===== config.mk =====
export PLATFORM = sky130hd
export DESIGN_NAME = opstuff_top
export DESIGN_NICKNAME = d
export VERILOG_FILES = /design/src/rtl/opstuff_pkg.sv /design/src/rtl/opstuff_fsm.sv /design/src/rtl/opstuff_writer.sv /design/src/rtl/opstuff_busmux.sv /design/src/rtl/opstuff_top.sv
export SDC_FILE = /design/constraint.sdc
export NUM_CORES = 1
export LEC_CHECK = 0
export BUFFER_PORTS_ARGS = -buffer_cell sky130_fd_sc_hd__buf_2
export CORE_MARGIN = 1.5
export CORE_UTILIZATION = 29
export CTS_CLUSTER_DIAMETER = 150
export DETAILED_ROUTE_END_ITERATION = 6
export GPL_TIMING_DRIVEN = 0
export PLACE_DENSITY = 0.83
export SLEW_MARGIN = 40
export SYNTH_ARGS = -nofsm -noshare
export SYNTH_HDL_FRONTEND = slang
export SYNTH_SLANG_ARGS = --single-unit

===== constraint.sdc =====
create_clock -name clk -period 1.9 [get_ports clk]
set_input_delay 0.095 -clock clk [delete_from_list [all_inputs] [get_ports clk]]
set_output_delay 0.095 -clock clk [all_outputs]
set_load 0.05 [all_outputs]

===== src/rtl/opstuff_pkg.sv =====
// Shared types for the write-data override engine.
package opstuff_pkg;
    // Position inside one store-zero-page instruction.
    typedef enum logic [1:0] {
        ST_IDLE  = 2'd0,
        ST_OPND  = 2'd1,
        ST_WRITE = 2'd2
    } stuff_state_e;
endpackage


===== src/rtl/opstuff_fsm.sv =====
// Sequence tracker. Steps once per strobed CPU cycle, following
// opcode fetch -> operand fetch -> write slot.
// Assumes the fetched byte is the byte served to the CPU in the same clock.
module opstuff_fsm
    import opstuff_pkg::*;
#(
    parameter int DATA_W = 8,
    parameter logic [DATA_W-1:0] TRIG_OP = 8'h84
) (
    input  logic              clk,
    input  logic              rst_n,
    input  logic              step,
    input  logic              rom_cycle,
    input  logic [DATA_W-1:0] fetched,
    input  logic              stuff_en,
    output stuff_state_e      state,
    output logic              write_slot
);
    stuff_state_e nxt;
    logic         trig_hit;

    // An opcode fetch that carries the trigger byte while enabled.
    assign trig_hit   = rom_cycle && stuff_en && (fetched == TRIG_OP);
    // The write slot is only honoured on a low-select cycle while still enabled.
    assign write_slot = (state == ST_WRITE) && !rom_cycle && stuff_en;

    // Next-state choice for one CPU cycle.
    always_comb begin
        nxt = ST_IDLE;
        unique case (state)
            ST_IDLE:  nxt = trig_hit ? ST_OPND : ST_IDLE;
            ST_OPND:  nxt = rom_cycle ? ST_WRITE : ST_IDLE;
            ST_WRITE: nxt = trig_hit ? ST_OPND : ST_IDLE;
            default:  nxt = ST_IDLE;
        endcase
    end

    // State register, advanced only on strobed cycles.
    always_ff @(posedge clk) begin
        if (!rst_n)    state <= ST_IDLE;
        else if (step) state <= nxt;
    end
endmodule


===== src/rtl/opstuff_writer.sv =====
// Write override unit. In a write slot it pops the queue and enables
// only the bits that must be pulled low. Assumes the CPU writes all ones.
module opstuff_writer #(
    parameter int DATA_W = 8
) (
    input  logic              clk,
    input  logic              rst_n,
    input  logic              slot,
    input  logic              q_valid,
    input  logic [DATA_W-1:0] q_data,
    output logic              q_pop,
    output logic [DATA_W-1:0] stuff_oe,
    output logic              underrun
);
    // Pop and per-bit pull-down enables for the current slot.
    always_comb begin
        q_pop    = slot && q_valid;
        stuff_oe = q_pop ? ~q_data : '0;
    end

    // Sticky flag for a slot that found the queue empty.
    always_ff @(posedge clk) begin
        if (!rst_n)                underrun <= 1'b0;
        else if (slot && !q_valid) underrun <= 1'b1;
    end
endmodule


===== src/rtl/opstuff_busmux.sv =====
// Data bus driver. Serves ROM bytes on select-high cycles and applies
// override enables otherwise. Drives nothing outside strobed cycles.
module opstuff_busmux #(
    parameter int DATA_W = 8
) (
    input  logic              step,
    input  logic              rom_cycle,
    input  logic [DATA_W-1:0] rom_data,
    input  logic [DATA_W-1:0] stuff_oe,
    output logic [DATA_W-1:0] bus_dout,
    output logic [DATA_W-1:0] bus_oe
);
    // Pick between a ROM read and a low-only override.
    always_comb begin
        if (step && rom_cycle) begin
            bus_dout = rom_data;
            bus_oe   = '1;
        end else begin
            bus_dout = '0;
            bus_oe   = step ? stuff_oe : '0;
        end
    end
endmodule


===== src/rtl/opstuff_top.sv =====
// Top of the write-data override engine. It serves ROM reads and infers
// the write cycle of each triggering store from the opcode stream. On that
// write it overrides the data with queued bytes by pulling bits low.
// Assumes a one-clock bus_cycle strobe per CPU cycle and a same-clock ROM port.
module opstuff_top
    import opstuff_pkg::*;
#(
    parameter int ADDR_W = 13,
    parameter int DATA_W = 8,
    parameter logic [DATA_W-1:0] TRIG_OP = 8'h84
) (
    input  logic                clk,
    input  logic                rst_n,
    input  logic                bus_cycle,
    input  logic [ADDR_W-1:0]   cpu_addr,
    input  logic                stuff_en,
    output logic [ADDR_W-2:0]   rom_addr,
    input  logic [DATA_W-1:0]   rom_data,
    input  logic [DATA_W-1:0]   q_data,
    input  logic                q_valid,
    output logic                q_pop,
    output logic [DATA_W-1:0]   bus_dout,
    output logic [DATA_W-1:0]   bus_oe,
    output logic                underrun
);
    localparam int SEL_BIT = ADDR_W - 1;

    stuff_state_e      state;
    logic              rom_cycle;
    logic              write_slot;
    logic [DATA_W-1:0] stuff_oe;

    // Address split into the cartridge select and the ROM offset.
    assign rom_cycle = cpu_addr[SEL_BIT];
    assign rom_addr  = cpu_addr[SEL_BIT-1:0];

    opstuff_fsm #(.DATA_W(DATA_W), .TRIG_OP(TRIG_OP)) fsm_i (
        .clk(clk), .rst_n(rst_n), .step(bus_cycle), .rom_cycle(rom_cycle),
        .fetched(rom_data), .stuff_en(stuff_en), .state(state),
        .write_slot(write_slot)
    );

    opstuff_writer #(.DATA_W(DATA_W)) wr_i (
        .clk(clk), .rst_n(rst_n), .slot(write_slot && bus_cycle),
        .q_valid(q_valid), .q_data(q_data), .q_pop(q_pop),
        .stuff_oe(stuff_oe), .underrun(underrun)
    );

    opstuff_busmux #(.DATA_W(DATA_W)) mux_i (
        .step(bus_cycle), .rom_cycle(rom_cycle), .rom_data(rom_data),
        .stuff_oe(stuff_oe), .bus_dout(bus_dout), .bus_oe(bus_oe)
    );
endmodule


==> impl_metrics.toml, run 1 <==
[critical_path]
crit_start = "fsm_i.state[0]$_SDFFE_PN0P_"
critical_path.cell_chain = "nor3b_4 > nand4_4 > o21ai_1 > buf_2"
cp_data_required_time_ns = 1.80
rr_worst_depth = 3
slowest_stage = "dfxtp_1"
reg2reg_slack_ns = 0.96
path_class = "flip-flop to output pin"
reg2reg_from = "fsm_i.state[0]$_SDFFE_PN0P_"
slowest_delay_ns = 0.35
worstPathMaxFanout = 9
start_kind = "flip-flop"
end_kind = "output pin"
reg2reg_to = "fsm_i.state[0]$_SDFFE_PN0P_"
arrival_ns = 1.47

[sta]
skew_ns = 0.0005542
drv_slew = 0
hold_viol_final = 0
worst_pin_slew_ns = 0.3408
fin_crit_ns = 1.566
rsz0062_at_grt = "false"
finalCritPeriodShare_pct = 82.44
fin_setup_tns_ns = 0
fmax_ghz = 0.6384
setup_viol = 0
slew_headroom_pct = 77.28

[detailed_routing]
vias_per_cell = 4.625
drt_iter0_drc = 5
routedLengthMet1_um = 403
ant_nets = 0
routed_wl_um = 1092
wl_met3_um = 147
dr.pass1.iters = 4
via_count = 555
wl_per_cell_um = 9.100
drc = 0
dr_wl_met2_um = 537
top_layer_used = "met4"

[die]
rows = 13
die_w_um = 39.87
die-area_mm2 = 0.001589
start_util_pct = 30.67
ios = 64
die_height_um = 39.87
coreArea_mm2 = 0.001285

[place]
hpwlAfterDp_um = 947
post-place-cells = 116
gp_congestion = 0.6971
port_buffers = 51

[synth]
synth-compound-area-share_pct = 14.92
ys_seq_area_share_pct = 15.24
ys_ff_latch = 3
synth_simple_gate_area_share_pct = 40.63
synthCells = 50
synth_nets = 84
yosys.area.top_type = "buf_4"
synthAdderAreaFrac_pct = 0
avgSynthCellArea_um2 = 7.883
ys_warn_count = 0
yosys.area.top_type_share_pct = 22.86
synth_top_family_by_area = "simple AND/OR/NAND/NOR gates"
synthXorXnorAreaFrac_pct = 0
syn_area_um2 = 394.1
muxShareOfSynthArea_pct = 2.540
yosys.cell_types.count = 20
synth_area_leaders = "buf_4, dfxtp_1, and3_2"

[worst_hold_path]
hold_depth = 2
hold_start = "rst_n"
worstHoldEndpoint = "fsm_i.state[1]$_SDFFE_PN0P_"
hp-class = "input port to flip-flop"

[clocking]
cts_tree = "done"
cts_resized = 0
htree_levels = 1
cts_buffers = 3
postCtsSetupBuffers = 0
ctsHoldBuffers = 0
cts.clk_slew.worst_paths_ns = 0.04
clockBufferDepth = 2
cts_root_buf = "clkbuf_4"
clock-sinks = 3
clock_latency_ns = 0.23

[finish]
area_growth_pct = 76.19
layout_commonest_cell = "buf_2"
antenna_cells = 0
fin_nets = 140
drive_above_1_share_pct = 74.29
nFillCells = 124
final_cell_mix = "buf_2, buf_4, and3_2"
final_cells = 120

[grt]
grt_max_degree = 11
grt_pass1_wl_um = 1414
grt.total_usage_pct = 13.36
grt_pass1_vias = 393
gr-total-overflow = 0
antenna_found_initial = 0

[run_status]
outcome = "finished, final reports clean"

[pwr]
powerDensity_mw_per_mm2 = 538.4
peakVddDrop_mv = 0.3220
leakage_nw = 0.4180

[run]
maxCapViolCount = 0
-- state kept, by name, summed over array words and instances, names as in the netlist --
register       cells
fsm_i.state        2
wr_i.underrun      1
-- synth_stat cells --
library cell / n
nor4b_1: 1
o21ai_1: 7
clkbuf_1: 2
and2_1: 1
and3_2: 8
inv_1: 2
nand2_1: 3
mux2i_1: 1
buf_4: 12
o21ai_2: 1
nor2b_1: 1
nand4_4: 1
and4bb_2: 1
o22ai_1: 1
a41oi_1: 1
nand4_1: 1
nor2_1: 1
nand3_1: 1
dfxtp_1: 3
nor3b_4: 1
-- logic make-up (layout without fill, tap and decap cells) --
group	after synthesis	in the layout
compound gates	10	10
simple gates	20	20
buf+inv	16	71
mux	1	1
flops	3	3
-- report_power, final --
group	internal [W]	total, W	switching, W
sequential	0.0000634	0.0000634	0.0000000169
combinational	0.0000618	0.000200	0.000139
clock	0.0000786	0.000110	0.0000314
-- metrics by stage --
stage                     cell area [µm²]  total power, W  hold slack (ns)  util (%)  worst slack [ns]
after floorplan                     394.1       0.0002114           0.2167         -            0.3162
after global placement              668.1       0.0002634           0.3366     52.00            0.5997
after detailed placement            668.1       0.0002653           0.3460     52.00            0.5540
after CTS                           694.4       0.0003808          0.09960     54.04            0.2979
after global routing                694.4       0.0003923           0.1237     54.04            0.2107
final                               694.4       0.0003739           0.1085     54.04            0.3336
-- worst max path at each step --
stage,endpoint,slack [ns]
floorplan,bus_oe[0],0.32
global placement,bus_oe[1],0.60
detailed placement,bus_oe[1],0.55
CTS,bus_oe[1],0.30
global route,bus_oe[1],0.21
finish,bus_oe[1],0.33
-- layout make-up --
cell class | instances | area (µm²) | area share (%)
repair buffers | 51 | 255.2 | 36.76
multi-input cells | 31 | 229.0 | 32.97
clock buffers | 4 | 26.28 | 3.784
inverters | 2 | 7.507 | 1.081
flip-flops and latches | 3 | 60.06 | 8.649
well taps | 15 | 18.77 | 2.703
plain buffers | 14 | 97.59 | 14.05
-- critical path: cells and delay by family, from the launching register on --
kind	cells	cell delay, ns
flops	1	0.35
compound gates	1	0.17
buf+inv	1	0.28
simple gates	2	0.44
-- metal layers --
| metal | vias up | global-route usage (%) |
|---|---|---|
| li1 | 278 | - |
| met1 | 229 | 12.96 |
| met2 | 46 | 24.60 |
| met3 | 2 | 1.705 |
| met4 | 0 | 10.34 |
| met5 | - | 0 |
No activity file was read; power rests on OpenSTA's default activity.
==> run 2, diff against run 1 <==
- CORE_UTILIZATION: 29 -> 27
- PLACE_DENSITY: 0.83 -> 0.78
- clock period: 1.9 -> 1.6 ns (I/O delays scaled with it)
==> run 2 against run 1 <==
First-iteration DRC count shrank 80%. Combinational power grew 22%. Critical path depth is the same. Clock skew grew 0.0044 ns. Non-clock buffer count is the same. Clock power grew 20%. Register-to-register slack lost 0.29 ns. Via count shrank 3.4%. Sequential power grew 19%. Largest power group unchanged. Clock-buffer cell count is the same. Final cell count is the same. Routed wire length shrank 1.1%.
==> impl_metrics.toml, run 2 (synthesis results as in run 1) <==
[critical_path]
rr_worst_depth = 3
reg2reg_slack_ns = 0.67
end_kind = "output pin"
path_buf_inv = 1
critPathTopFamily = "simple AND/OR/NAND/NOR gates"
critical_path.cell_chain = "nor3b_4 > nand4_4 > o21ai_2 > buf_2"
reg2reg_to = "wr_i.underrun$_SDFFE_PN0P_"
arrival_ns = 1.42
slowest_delay_ns = 0.34
slowest_stage = "dfxtp_1"
reg2reg_from = "fsm_i.state[0]$_SDFFE_PN0P_"
path_class = "flip-flop to output pin"
crit_start = "fsm_i.state[0]$_SDFFE_PN0P_"
worstPathMaxFanout = 9
cp_data_required_time_ns = 1.52
start_kind = "flip-flop"

[pwr]
peakVddDrop_mv = 0.2256
powerDensity_mw_per_mm2 = 628.8
leakage_nw = 0.4225

[sta]
fmax_ghz = 0.6652
hold_viol_final = 0
slew_headroom_pct = 79.15
finalCritPeriodShare_pct = 93.96
rsz0062_at_grt = "true"
setup_viol = 0
fin_setup_tns_ns = 0
skew_ns = 0.004911
fin_crit_ns = 1.503
whs_ns = 0.09044
worst_pin_slew_ns = 0.3128
drv_slew = 0

[clocking]
cts_buffers = 3
htree_levels = 1
clockBufferDepth = 2
clock-sinks = 3
postCtsSetupBuffers = 0
clock_latency_ns = 0.23
cts_root_buf = "clkbuf_4"
cts.clk_slew.worst_paths_ns = 0.04
cts_tree = "done"

[run]
maxCapViolCount = 0

[worst_hold_path]
hold_start = "rst_n"
hp-class = "input port to flip-flop"
worstHoldEndpoint = "fsm_i.state[1]$_SDFFE_PN0P_"
hold_depth = 2

[die]
die_w_um = 41.21
coreArea_mm2 = 0.001334
start_util_pct = 29.55
rows = 13
die-area_mm2 = 0.001698
ios = 64
die_height_um = 41.21

[grt]
grt.total_usage_pct = 12.12
gr-total-overflow = 0
antenna_found_initial = 0
grt_max_degree = 11
grt_pass1_vias = 377
grt_pass1_wl_um = 1345

[finish]
area_growth_pct = 82.54
final_cell_mix = "buf_2, buf_4, and3_2"
final_cell_area_um2 = 719.4
layout_commonest_cell = "buf_2"
largest-register = "fsm_i.state"
reg_top3 = "fsm_i.state x2, wr_i.underrun x1"
largest_reg_flops = 2
fin_nets = 140
drive_above_1_share_pct = 74.29
antenna_cells = 0

[detailed_routing]
wl_per_cell_um = 9.000
vias_per_cell = 4.467
dr.pass1.iters = 2
routed_wl_um = 1080
drt_iter0_drc = 1
drc = 0
via_count = 536
ant_nets = 0

[place]
gp_congestion = 0.6613
port_buffers = 51
hpwlAfterDp_um = 953
placed_cell_area_um2 = 668.1

[run_status]
outcome = "finished, final reports clean"
==> run 2: changes by cell type in the layout (fill, tap and decap cells not counted) <==
cell   before  now
buf_2      51   44
buf_4      12   17
buf_6       0    2
==> run 2: worst max path at each step <==
stage	to	slack, ns	depth (start not counted)
6_report	bus_oe[7]	0.1	4
5_1_grt	bus_oe[0]	0.001	4
4_1_cts	bus_oe[3]	0.02	4
3_5_place_dp	bus_oe[3]	0.27	4
3_3_place_gp	bus_oe[3]	0.29	4
2_1_floorplan	bus_oe[0]	0.03	3
==> run 2: timing repair <==
| item | CTS | global route |
|---|---|---|
| gates resized for setup | 0 | 16 |
| hold buffers | 0 | 0 |
| setup endpoints to repair | 0 | 7 |
==> run 2: layout make-up <==
| cell class | count | area [µm²] |
|---|---|---|
| plain buffers | 14 | 97.59 |
| clock buffers | 4 | 26.28 |
| inverters | 2 | 7.507 |
| repair buffers | 51 | 280.3 |
| multi-input cells | 31 | 229.0 |
| well taps | 15 | 18.77 |
| flip-flops and latches | 3 | 60.06 |
| fillers | 132 | 614.3 |
==> run 2: per-layer routing <==
metal	wire length (µm)	up-vias	share of wire [%]	GRT usage [%]
met1	363	215	34	11.90
met3	184	0	17	3.804
li1	-	276	-	-
met5	0	-	0	0
met2	532	45	49	23.05
met4	0	0	0	4.839
==> run 2: report_power, final <==
part           leakage [nW]  internal (W)  switching, W  total [W]
Combinational         0.383     0.0000803      0.000165   0.000245
Sequential           0.0241     0.0000752  0.0000000184  0.0000752
Clock                0.0150     0.0000934     0.0000386   0.000132
Total                 0.423      0.000249      0.000203   0.000452
==> run 2: per-stage QoR <==
step	power (W)	std cells	utilization (%)	worst slack, ns
after detailed placement	0.0003147	116	50.09	0.2726
after floorplan	0.0002511	50	-	0.03115
final	0.0004524	120	53.94	0.09667
after CTS	0.0004489	120	52.06	0.02072
after global routing	0.0004772	120	53.94	0.001237
after global placement	0.0003136	116	50.09	0.2883
==> run 2: worst register-to-register path: cells and delay by family (launching register included) <==
family / cells / cell delay [ns]
and+or+nand+nor: 2 / 0.38
DFF: 1 / 0.34
AOI/OAI and AO/OA: 1 / 0.14
==> run 3, diff against run 2 <==
- CORE_UTILIZATION: 27 -> 28
- CTS_BUF_LIST: unset -> sky130_fd_sc_hd__clkbuf_2 sky130_fd_sc_hd__clkbuf_4 sky130_fd_sc_hd__clkbuf_8
- CTS_CLUSTER_DIAMETER: 150 -> 40
- PLACE_DENSITY: 0.78 -> 0.8
- REMOVE_ABC_BUFFERS: unset -> 1
==> run 3 against run 2 <==
Fmax is 0.99% higher. Global-route usage is 4.7 points higher. Worst setup slack better by 0.015 ns. Flip-flop and latch count stayed put. Power is 17% lower. Final cell count is 22% lower. Die area is 3.3% lower. Final area is 22% lower. Critical path depth stayed put. Worst hold slack better by 0.00051 ns. Non-clock buffer count is 26 lower. Critical path type unchanged. Largest power group unchanged.
==> impl_metrics.toml, run 3 (synthesis results as in run 1) <==
[grt]
gr-total-overflow = 0
grt_max_degree = 16
grt_pass1_vias = 423
antenna_found_initial = 0
grt_pass1_wl_um = 1745
grt.total_usage_pct = 16.78

[sta]
fin_setup_tns_ns = 0
drv_slew = 0
finalCritPeriodShare_pct = 93.03
worst_pin_slew_ns = 0.2523
hold_viol_final = 0
finalWorstSetupSlack_ns = 0.1115
whs_ns = 0.09095
skew_ns = 0.005558
fin_crit_ns = 1.489
setup_viol = 0
fmax_ghz = 0.6718
slew_headroom_pct = 82.94

[die]
die_height_um = 40.52
rows = 13
die_w_um = 40.52
ios = 64
start_util_pct = 30.29
die-area_mm2 = 0.001641
coreArea_mm2 = 0.001301

[clocking]
clock_latency_ns = 0.23
cts_tree = "done"
cts_root_buf = "clkbuf_4"
postCtsSetupBuffers = 0
cts.clk_slew.worst_paths_ns = 0.04
clockBufferDepth = 2
cts_buffers = 3
clock-sinks = 3
ctsHoldBuffers = 0
cts_resized = 0
htree_levels = 1

[detailed_routing]
wl_per_cell_um = 12.69
drt_iter0_drc = 1
dr.pass1.iters = 4
routed_wl_um = 1193
wl_met3_um = 249
routedLengthMet1_um = 403
ant_nets = 0
top_layer_used = "met3"
via_count = 466
vias_per_cell = 4.957
dr_wl_met2_um = 540
drc = 0

[pwr]
leakage_nw = 0.3165
peakVddDrop_mv = 0.1991
powerDensity_mw_per_mm2 = 669.2

[finish]
antenna_cells = 0
largest-register = "fsm_i.state"
layout_commonest_cell = "buf_2"
drive_above_1_share_pct = 69.62
final_cell_mix = "buf_2, and3_2, o21ai_1"
largest_reg_flops = 2
fin_nets = 114
reg_top3 = "fsm_i.state x2, wr_i.underrun x1"
area_growth_pct = 42.22

[place]
port_buffers = 39
gp_congestion = 0.6781
hpwlAfterDp_um = 969.1
preCtsSetupSlack_ns = 0.2825

[critical_path]
cp_data_required_time_ns = 1.52
path_buf_inv = 1
critPathTopFamily = "simple AND/OR/NAND/NOR gates"
worstPathMaxFanout = 9
arrival_ns = 1.41
critical_path.cell_chain = "nor3b_4 > nand4_4 > o21ai_1 > buf_4"
slowest_stage = "dfxtp_1"
slowest_delay_ns = 0.34
end_kind = "output pin"
reg2reg_to = "fsm_i.state[0]$_SDFFE_PN0P_"
reg2reg_slack_ns = 0.67
path_class = "flip-flop to output pin"
reg2reg_from = "fsm_i.state[0]$_SDFFE_PN0P_"
rr_worst_depth = 3
start_kind = "flip-flop"

[worst_hold_path]
hold_start = "rst_n"
hp-class = "input port to flip-flop"
hold_depth = 2
worstHoldEndpoint = "fsm_i.state[1]$_SDFFE_PN0P_"

[run_status]
outcome = "finished, final reports clean"

[run]
maxCapViolCount = 0
## run 3: changes by cell type in the layout (fill, tap and decap cells not counted), sizes merged
cell / previous run / this run
buf: 63 / 37
## run 3: layer usage
layer  global-route usage [%]  up-vias
met5                        0        -
met4                    10.00        0
met3                    16.11        0
met2                    25.00       44
met1                    14.38      197
li1                         -      225
## run 3: how the worst max path moves through the flow
stage                                           start   endpoint  slack, ns  depth (start not counted)
after global placement    fsm_i.state[0]$_SDFFE_PN0P_  bus_oe[6]       0.31                          4
after detailed placement  fsm_i.state[0]$_SDFFE_PN0P_  bus_oe[1]       0.28                          4
after CTS                 fsm_i.state[0]$_SDFFE_PN0P_  bus_oe[1]       0.02                          4
after floorplan           fsm_i.state[0]$_SDFFE_PN0P_  bus_oe[0]       0.03                          3
final                     fsm_i.state[0]$_SDFFE_PN0P_  bus_oe[3]       0.11                          4
after global routing      fsm_i.state[0]$_SDFFE_PN0P_  bus_oe[3]      -0.01                          4
## run 3: stage by stage
step,area (µm²),power (W),cells,utilization (%)
floorplan,296.5,0.0001658,36,-
CTS,540.5,0.0003774,94,41.54
detailed placement,510.5,0.0002214,90,39.23
finish,560.5,0.0003751,94,43.08
global route,560.5,0.0003966,94,43.08
global placement,510.5,0.0002191,90,39.23
## run 3: final cells by class
type,instances,area (µm²)
fillers,131,740.7
multi-input cells,31,229.0
repair buffers,39,215.2
flip-flops and latches,3,60.06
clock buffers,4,30.03
well taps,15,18.77
inverters,2,7.507
## run 3: where the power goes
| part | leakage [nW] | internal (W) | switching (W) |
|---|---|---|---|
| logic | 0.274 | 0.0000497 | 0.000101 |
| clock network | 0.0184 | 0.000110 | 0.0000387 |
| registers | 0.0241 | 0.0000752 | 0.0000000186 |
